### config.mk
export PLATFORM = sky130hd
export DESIGN_NAME = mesi_line_ctrl
export DESIGN_NICKNAME = d
export VERILOG_FILES = /design/src/rtl/mesi_pkg.sv /design/src/rtl/mesi_tag_store.sv /design/src/rtl/mesi_cpu_ctl.sv /design/src/rtl/mesi_snoop_ctl.sv /design/src/rtl/mesi_line_ctrl.sv
export SDC_FILE = /design/constraint.sdc
export NUM_CORES = 1
export LEC_CHECK = 0
export CORE_UTILIZATION = 50
export DETAILED_ROUTE_END_ITERATION = 8
export PLACE_DENSITY_LB_ADDON = 0.08
export SLEW_MARGIN = 10
export SYNTH_ARGS = -nofsm -noshare
export SYNTH_HDL_FRONTEND = slang
export SYNTH_SLANG_ARGS = --single-unit
### constraint.sdc
create_clock -name clk -period 7.9 [get_ports clk]
set_input_delay 0.79 -clock clk [delete_from_list [all_inputs] [get_ports clk]]
set_output_delay 0.79 -clock clk [all_outputs]
set_load 0.02 [all_outputs]
### src/rtl/mesi_pkg.sv
package mesi_pkg;

    typedef enum logic [1:0] {
        LS_INV = 2'b00,
        LS_EXC = 2'b01,
        LS_MOD = 2'b10,
        LS_SHR = 2'b11
    } line_st_e;

    typedef enum logic [1:0] {
        OP_NONE  = 2'b00,
        OP_FILL  = 2'b01,
        OP_WRITE = 2'b10,
        OP_EVICT = 2'b11
    } cpu_op_e;

    // State after a processor operation that is accepted.
    function automatic line_st_e cpu_next(cpu_op_e op, line_st_e cur, logic hit, logic wt);
        line_st_e nxt;
        nxt = cur;
        case (op)
            OP_FILL:  nxt = wt ? LS_SHR : LS_EXC;
            OP_WRITE: if (hit && cur == LS_EXC) nxt = LS_MOD;
            OP_EVICT: nxt = LS_INV;
            default:  nxt = cur;
        endcase
        return nxt;
    endfunction

    // State after a snoop hit has been resolved.
    function automatic line_st_e snoop_next(line_st_e cur, logic inv);
        if (inv || cur == LS_INV) return LS_INV;
        return LS_SHR;
    endfunction

    function automatic logic op_writes(cpu_op_e op, logic hit);
        case (op)
            OP_FILL, OP_EVICT: return 1'b1;
            OP_WRITE:          return hit;
            default:           return 1'b0;
        endcase
    endfunction

endpackage

### src/rtl/mesi_tag_store.sv
module mesi_tag_store
    import mesi_pkg::*;
#(
    parameter int LINES = 8,
    parameter int TAG_W = 9,
    localparam int IDX_W = $clog2(LINES)
) (
    input  logic             clk,
    input  logic             rst,
    input  logic [IDX_W-1:0] a_idx,
    output logic [TAG_W-1:0] a_tag,
    output line_st_e         a_st,
    input  logic [IDX_W-1:0] b_idx,
    output logic [TAG_W-1:0] b_tag,
    output line_st_e         b_st,
    input  logic             we,
    input  logic [IDX_W-1:0] w_idx,
    input  logic             w_tag_en,
    input  logic [TAG_W-1:0] w_tag,
    input  line_st_e         w_st
);

    logic [TAG_W-1:0] tag_q [LINES];
    line_st_e         st_q  [LINES];

    for (genvar g = 0; g < LINES; g++) begin : g_line
        logic sel;
        assign sel = we && (w_idx == IDX_W'(g));
        always_ff @(posedge clk) begin
            if (rst) begin
                st_q[g]  <= LS_INV;
                tag_q[g] <= '0;
            end else if (sel) begin
                st_q[g] <= w_st;
                if (w_tag_en) tag_q[g] <= w_tag;
            end
        end
    end

    assign a_tag = tag_q[a_idx];
    assign a_st  = st_q[a_idx];
    assign b_tag = tag_q[b_idx];
    assign b_st  = st_q[b_idx];

endmodule

### src/rtl/mesi_cpu_ctl.sv
module mesi_cpu_ctl
    import mesi_pkg::*;
(
    input  logic     clk,
    input  logic     rst,
    input  cpu_op_e  op,
    input  logic     stall,
    input  logic     hit,
    input  line_st_e cur_st,
    input  logic     wt,
    output logic     upd_en,
    output logic     upd_tag_en,
    output line_st_e upd_st,
    output logic     wt_write,
    output logic     copyback
);

    logic go;
    assign go         = !stall;
    assign upd_en     = go && op_writes(op, hit);
    assign upd_tag_en = (op == OP_FILL);
    assign upd_st     = cpu_next(op, cur_st, hit, wt);
    assign wt_write   = go && (op == OP_WRITE) && hit && (cur_st == LS_SHR);
    assign copyback   = go && (op == OP_FILL || op == OP_EVICT) && (cur_st == LS_MOD);


    mod_from_exc_chk: assert property (@(posedge clk) disable iff (rst)
        (upd_en && op == OP_WRITE && upd_st == LS_MOD) |-> (cur_st inside {LS_EXC, LS_MOD}));


    wt_clean_chk: assert property (@(posedge clk) disable iff (rst)
        wt_write |-> (hit && cur_st != LS_MOD && cur_st != LS_INV));


    stall_quiet_chk: assert property (@(posedge clk) disable iff (rst)
        stall |-> (!upd_en && !wt_write && !copyback));

endmodule

### src/rtl/mesi_snoop_ctl.sv
module mesi_snoop_ctl
    import mesi_pkg::*;
#(
    parameter int IDX_W  = 3,
    parameter int TAG_W  = 9,
    parameter int ADDR_W = 16,
    localparam int OFF_W = ADDR_W - IDX_W - TAG_W
) (
    input  logic              clk,
    input  logic              rst,
    input  logic              snp_valid,
    input  logic              snp_inv,
    input  logic [IDX_W-1:0]  snp_idx,
    input  logic              look_hit,
    input  line_st_e          look_st,
    input  logic [TAG_W-1:0]  look_tag,
    input  logic              wb_ack,
    output logic              busy,
    output logic              hit_q,
    output logic              hitm_q,
    output logic [ADDR_W-1:0] wb_addr,
    output logic              upd_en,
    output logic [IDX_W-1:0]  upd_idx,
    output line_st_e          upd_st
);

    typedef enum logic {SN_IDLE, SN_HOLD} sn_fsm_e;

    sn_fsm_e          fsm_q;
    logic [IDX_W-1:0] idx_q;
    logic             inv_q;
    logic             take;
    logic             dirty;

    assign take  = (fsm_q == SN_IDLE) && snp_valid && look_hit;
    assign dirty = take && (look_st == LS_MOD);
    assign busy  = (fsm_q == SN_HOLD);

    always_ff @(posedge clk) begin
        if (rst) begin
            fsm_q   <= SN_IDLE;
            idx_q   <= '0;
            inv_q   <= 1'b0;
            hit_q   <= 1'b0;
            hitm_q  <= 1'b0;
            wb_addr <= '0;
        end else begin
            hit_q  <= take;
            hitm_q <= dirty;
            case (fsm_q)
                SN_IDLE: if (dirty) begin
                    fsm_q   <= SN_HOLD;
                    idx_q   <= snp_idx;
                    inv_q   <= snp_inv;
                    wb_addr <= {look_tag, snp_idx, {OFF_W{1'b0}}};
                end
                SN_HOLD: if (wb_ack) fsm_q <= SN_IDLE;
                default: fsm_q <= SN_IDLE;
            endcase
        end
    end

    always_comb begin
        upd_en  = 1'b0;
        upd_idx = snp_idx;
        upd_st  = snoop_next(look_st, snp_inv);
        if (busy) begin
            upd_en  = wb_ack;
            upd_idx = idx_q;
            upd_st  = inv_q ? LS_INV : LS_SHR;
        end else if (take && !dirty) begin
            upd_en = 1'b1;
        end
    end


    hitm_holds_chk: assert property (@(posedge clk) disable iff (rst)
        hitm_q |-> busy);


    hold_until_ack_chk: assert property (@(posedge clk) disable iff (rst)
        (busy && !wb_ack) |=> busy);


    release_on_ack_chk: assert property (@(posedge clk) disable iff (rst)
        (busy && wb_ack) |=> !busy);


    wb_addr_still_chk: assert property (@(posedge clk) disable iff (rst)
        (busy && $past(busy)) |-> $stable(wb_addr));


    no_hit_while_busy_chk: assert property (@(posedge clk) disable iff (rst)
        (busy && $past(busy)) |-> !hit_q);

endmodule

### src/rtl/mesi_line_ctrl.sv
module mesi_line_ctrl
    import mesi_pkg::*;
#(
    parameter int ADDR_W = 16,
    parameter int OFF_W  = 4,
    parameter int LINES  = 8,
    localparam int IDX_W = $clog2(LINES),
    localparam int TAG_W = ADDR_W - IDX_W - OFF_W
) (
    input  logic              clk,
    input  logic              rst,
    input  logic [1:0]        cpu_op_i,
    input  logic [ADDR_W-1:0] cpu_addr_i,
    input  logic              cpu_wt_i,
    output logic              cpu_stall_o,
    output logic [1:0]        cpu_state_o,
    output logic              cpu_hit_o,
    output logic              cpu_mod_o,
    output logic              wt_write_o,
    output logic              copyback_o,
    output logic [ADDR_W-1:0] victim_addr_o,
    input  logic              snp_valid_i,
    input  logic [ADDR_W-1:0] snp_addr_i,
    input  logic              snp_inv_i,
    output logic              snp_hit_o,
    output logic              snp_hitm_o,
    output logic              backoff_o,
    output logic              wb_req_o,
    output logic [ADDR_W-1:0] wb_addr_o,
    input  logic              wb_ack_i
);

    logic [IDX_W-1:0] c_idx, s_idx;
    logic [TAG_W-1:0] c_tag, s_tag, c_tag_q, s_tag_q;
    line_st_e         c_st, s_st;
    logic             c_hit, s_hit;
    logic             unused_off;

    assign c_idx = cpu_addr_i[OFF_W +: IDX_W];
    assign c_tag = cpu_addr_i[ADDR_W-1 -: TAG_W];
    assign s_idx = snp_addr_i[OFF_W +: IDX_W];
    assign s_tag = snp_addr_i[ADDR_W-1 -: TAG_W];
    assign unused_off = ^{cpu_addr_i[OFF_W-1:0], snp_addr_i[OFF_W-1:0]};

    logic             we, w_tag_en;
    logic [IDX_W-1:0] w_idx;
    line_st_e         w_st;

    mesi_tag_store #(.LINES(LINES), .TAG_W(TAG_W)) u_store (
        .clk(clk), .rst(rst),
        .a_idx(c_idx), .a_tag(c_tag_q), .a_st(c_st),
        .b_idx(s_idx), .b_tag(s_tag_q), .b_st(s_st),
        .we(we), .w_idx(w_idx), .w_tag_en(w_tag_en), .w_tag(c_tag), .w_st(w_st)
    );

    assign c_hit = (c_st != LS_INV) && (c_tag_q == c_tag);
    assign s_hit = (s_st != LS_INV) && (s_tag_q == s_tag);

    logic     sn_busy, sn_upd_en;
    logic [IDX_W-1:0] sn_upd_idx;
    line_st_e sn_upd_st;

    mesi_snoop_ctl #(.IDX_W(IDX_W), .TAG_W(TAG_W), .ADDR_W(ADDR_W)) u_snoop (
        .clk(clk), .rst(rst),
        .snp_valid(snp_valid_i), .snp_inv(snp_inv_i), .snp_idx(s_idx),
        .look_hit(s_hit), .look_st(s_st), .look_tag(s_tag_q),
        .wb_ack(wb_ack_i),
        .busy(sn_busy), .hit_q(snp_hit_o), .hitm_q(snp_hitm_o),
        .wb_addr(wb_addr_o),
        .upd_en(sn_upd_en), .upd_idx(sn_upd_idx), .upd_st(sn_upd_st)
    );

    logic     stall, cp_upd_en, cp_tag_en;
    line_st_e cp_upd_st;

    assign stall = sn_busy || snp_valid_i;

    mesi_cpu_ctl u_cpu (
        .clk(clk), .rst(rst),
        .op(cpu_op_e'(cpu_op_i)), .stall(stall), .hit(c_hit), .cur_st(c_st),
        .wt(cpu_wt_i),
        .upd_en(cp_upd_en), .upd_tag_en(cp_tag_en), .upd_st(cp_upd_st),
        .wt_write(wt_write_o), .copyback(copyback_o)
    );

    // Snoop side owns the write port whenever the processor is stalled.
    always_comb begin
        if (sn_upd_en) begin
            we = 1'b1; w_idx = sn_upd_idx; w_tag_en = 1'b0; w_st = sn_upd_st;
        end else begin
            we = cp_upd_en; w_idx = c_idx; w_tag_en = cp_tag_en; w_st = cp_upd_st;
        end
    end

    assign cpu_stall_o   = stall;
    assign cpu_hit_o     = c_hit;
    assign cpu_mod_o     = c_hit && (c_st == LS_MOD);
    assign cpu_state_o   = c_hit ? c_st : LS_INV;
    assign victim_addr_o = {c_tag_q, c_idx, {OFF_W{1'b0}}};
    assign backoff_o     = sn_busy;
    assign wb_req_o      = sn_busy;


    backoff_cause_chk: assert property (@(posedge clk) disable iff (rst)
        $rose(backoff_o) |-> $past(snp_valid_i && s_hit && s_st == LS_MOD));


    port_clash_chk: assert property (@(posedge clk) disable iff (rst)
        sn_upd_en |-> !cp_upd_en);


    inv_no_hit_chk: assert property (@(posedge clk) disable iff (rst)
        cpu_hit_o |-> (cpu_state_o != 2'b00));

endmodule

==> results.txt <==
----------------------------------------------------
[Cells and area]
  Most frequent standard cell in the layout excluding fill and tap cells ... sky130_fd_sc_hd__nor2_1
  Share of final-layout standard cells stronger than drive strength 1 ... 10.6%
  Area of combinational cells with multiple inputs ... 2740 um^2
  Antenna diode count ... 0
  Most used cells in the layout excluding fill and tap cells ... 108 x sky130_fd_sc_hd__nor2_1, 88 x sky130_fd_sc_hd__edfxtp_1, 64 x sky130_fd_sc_hd__clkdlybuf4s50_1, 41 x sky130_fd_sc_hd__mux2i_1, 24 x sky130_fd_sc_hd__mux4_2
  Post-route cell area ... 6850 um^2
  Final core utilization ... 59.3%
  Number of nets in the finished design ... 608
  Finished Layout Cells ... 716
  Final-layout fill cell count ... 969
  Sequential Area ... 2960 um^2
  Synth-to-Final Area Change ... 13.9%

[Routing]
  First-pass DRT Iterations ... 7
  Number of vias per cell ... 6.10
  Metal1 wirelength ... 6720 um
  Via count ... 4368
  Met3 wirelength from detailed routing ... 1110 um
  Average wire length per cell after detail routing ... 22.6 um
  Final WL ... 16200 um
  Remaining design rule violation count ... 5
  Post-detailed-route count of antenna-violating nets ... 0
  Initial DRC Count ... 415
  Highest layer used for signal routing ... met4
  Met2 wire length ... 8000 um

[Place]
  Routability Congestion ... 0.813
  Instance count after placement with tap cells included ... 700
  Total of buffers placed on input and output ports ... 66
  Placed instance area ... 6600 um^2
  Detailed Place HPWL ... 11000 um

[Critical path]
  Data required time at the worst endpoint ... 7110 ps
  Cell-by-cell trace of the critical path ... clkdlybuf4s50_1, nor2_1, a22o_1, a221oi_1, xnor2_1, and4_1, nand2_1, nor4_1, clkdlybuf4s50_1
  Crit path buffers/inverters ... 2
  Slowest stage delay, CP ... 1170 ps
  Reg-to-reg critical path endpoint ... u_store.st_q[4][0]
  Crit end category ... output port
  Startpoint of the most critical register-to-register path ... u_store.tag_q[7][7]
  Crit Path Category ... primary input to output port
  Most numerous cell on the critical path ... sky130_fd_sc_hd__clkdlybuf4s50_1
  Count of cell instances traversed by the critical path ... 9
  Cell with the largest stage delay on the worst path ... sky130_fd_sc_hd__clkdlybuf4s50_1
  Largest fanout on the critical path ... 19
  Cell depth of the worst flop-to-flop path ... 8
  Arrival time at the worst endpoint ... 4640 ps
  Category of the worst setup path launch point ... primary input
  Kind of cell adding the most delay to the critical path ... buffers and inverters
  Worst-case register-to-register setup slack ... 4440 ps
  Critical path capture point ... wt_write_o
  Crit path launch ... cpu_addr_i[5]

[Timing]
  Number of hold-slack violations in the final timing report ... 0
  Worst Max-Slew Pin Slew ... 1190 ps
  Setup tns final ... 0 ps
  RSZ-0062 raised after global routing ... false
  Setup Viol. Count Final ... 0
  Final Max Slew Viols ... 0
  Final worst path period need ... 5430 ps
  Worst Skew ... 11.2 ps
  Worst max-slew margin expressed relative to the limit ... 20.6%
  Crit share post-route ... 68.8%
  Max Clk Rate ... 184 MHz

[Synthesis]
  Async set-reset flop share out of synthesis ... 0%
  Combined area of all synthesized cells ... 6020 um^2
  Register bit count reported by yosys ... 104
  Portion of the post-synthesis area used by sequential elements ... 49.3%
  Count of different cell masters after synthesis ... 51
  Per-instance average area after synthesis ... 11.4 um^2
  Synth warnings ... 0
  Cells after synthesis ... 530
  Primary flip-flop cell chosen by synthesis mapping ... sky130_fd_sc_hd__edfxtp_1
  Number of synthesized flops with an enable pin ... 88

[Floorplan]
  Effective utilization at floorplan ... 52.0%
  Std-Cell Core Area ... 11600 um^2
  Die Footprint ... 12500 um^2
  Cell row count ... 39
  Ports placed on the boundary ... 83
  Die Y-Extent ... 112 um
  Chip width ... 112 um

[Clock network]
  Number of hold-repair buffers added at the cts stage ... 0
  CTS root buffer ... sky130_fd_sc_hd__clkbuf_16
  Clock input transition at the sequential cells of the worst setup and hold paths ... 60 ps
  Cts repair resizes ... 0
  Setup Buffers After CTS ... 0
  # clock sinks ... 104
  Clock tree buffer depth ... 2
  H-tree depth ... 3
  Clock insertion delay at the later pin of the skew report ... 350 ps
  Total CTS buffers ... 9
  CTS tree ... built

[Global route]
  Total congestion overflow after global routing ... 0
  Overall routing resource usage ... 27.1%
  Maximum number of pins on one net before global-route repair ... 45
  Vias in the first global route ... 4271
  Global-route wire length before repair ... 24700 um
  Number of antenna violations at the first check in global routing ... 0

[Job]
  Max-Cap Viols ... 0

[Run status]
  Outcome ... finished, violations left
  Failing checks ... DRC

[Pwr]
  Maximum ir drop on the vdd rail ... 130 uV
  Leakage ... 2.40 nW
  Power per standard cell area ... 181 nW/um^2

[Worst hold path]
  Type of the most critical hold path ... register to register

----------------------------------------------------
cells in the mapped netlist, types with 5 or more instances:
library cell	n	area, um^2
sky130_fd_sc_hd__buf_4	16	120
sky130_fd_sc_hd__edfxtp_1	88	2640
sky130_fd_sc_hd__a22oi_1	7	52.6
sky130_fd_sc_hd__nand2b_1	22	138
sky130_fd_sc_hd__nor2_1	108	405
sky130_fd_sc_hd__inv_1	9	33.8
sky130_fd_sc_hd__a21oi_1	10	50.1
sky130_fd_sc_hd__or3_1	9	56.3
sky130_fd_sc_hd__nor2b_1	6	37.5
sky130_fd_sc_hd__nand3_1	9	45.0
sky130_fd_sc_hd__mux4_2	24	541
sky130_fd_sc_hd__o21ai_0	7	35.0
sky130_fd_sc_hd__o22ai_1	6	37.5
sky130_fd_sc_hd__o21bai_1	8	60.1
sky130_fd_sc_hd__a22o_1	8	70.1
sky130_fd_sc_hd__nor3_1	8	40.0
sky130_fd_sc_hd__buf_1	13	48.8
sky130_fd_sc_hd__dfxtp_1	16	320
sky130_fd_sc_hd__clkbuf_1	12	45.0
sky130_fd_sc_hd__mux2i_1	41	410
sky130_fd_sc_hd__mux2_2	14	158
sky130_fd_sc_hd__xor2_1	6	52.6
sky130_fd_sc_hd__nand2_1	19	71.3
sky130_fd_sc_hd__buf_6	5	56.3
sky130_fd_sc_hd__xnor2_1	7	61.3
stage by stage:
step / power, mW / hold WS (ps) / worst slack, ps
final: 1.24 / 452 / 2470
after global routing: 1.28 / 480 / 2320
after CTS: 1.25 / 457 / 2460
after detailed placement: 0.851 / 447 / 2470
after global placement: 0.846 / 445 / 2580
after floorplan: 0.781 / 464 / 3630
registers in the layout, indices dropped and copies added, names as in the netlist:
register / flops
u_snoop.hitm_q: 1
u_snoop.wb_addr: 10
u_store.tag_q: 72
u_snoop.busy: 1
u_snoop.idx_q: 2
u_snoop.hit_q: 1
u_snoop.inv_q: 1
u_store.st_q: 16
worst reg2reg max path, delay by kind of cell, from the launching register on:
family | cells | cell delay (ps)
mux | 3 | 1410
flops | 1 | 390
xor+xnor | 1 | 200
compound gates | 3 | 680
simple gates | 1 | 460
metal layers:
metal  vias up  GRT usage (%)
met4         0           10.0
met3        30           4.52
met2       196           45.5
li1       1992              -
met1      2150           35.4
met5         -              0
kinds of logic (layout without fill, tap and decap cells):
kind of cell              after synthesis  count (layout)  synth area share [%]
DFF                                   104             104                  49.3
other                                   1               8                0.0623
buffers and inverters                  59              95                  5.64
muxes                                  83              83                  19.3
xor gates and xnor gates               13              13                  1.89
and+or+nand+nor                       205             205                  16.1
AOI/OAI and AO/OA                      65              65                  7.80
report_power, final:
part / total [mW] / switching, mW / internal [mW]
Sequential: 0.632 / 0.0126 / 0.619
Combinational: 0.209 / 0.119 / 0.0894
Clock: 0.402 / 0.190 / 0.212
Total: 1.24 / 0.322 / 0.921
layout make-up:
cell class / instances / share of cell area (%)
sequential: 104 / 43.2
multi-input combinational: 374 / 40.0
timing repair buffer: 70 / 9.93
clock buffer: 12 / 3.45
tap: 143 / 2.61
inverter: 9 / 0.493
clock inverter: 4 / 0.310
worst min-delay path by stage:
stage                                      to  slack, ps  depth (start not counted)           startpoint
after floorplan                 u_snoop.inv_q        460                          2        u_snoop.inv_q
after global placement    u_snoop.wb_addr[13]        440                          2  u_snoop.wb_addr[13]
after detailed placement  u_snoop.wb_addr[12]        450                          2  u_snoop.wb_addr[12]
after CTS                 u_snoop.wb_addr[12]        460                          2  u_snoop.wb_addr[12]
after global routing      u_snoop.wb_addr[12]        480                          2  u_snoop.wb_addr[12]
final                     u_snoop.wb_addr[14]        450                          2  u_snoop.wb_addr[14]
Power figures use the tool's default switching activity.
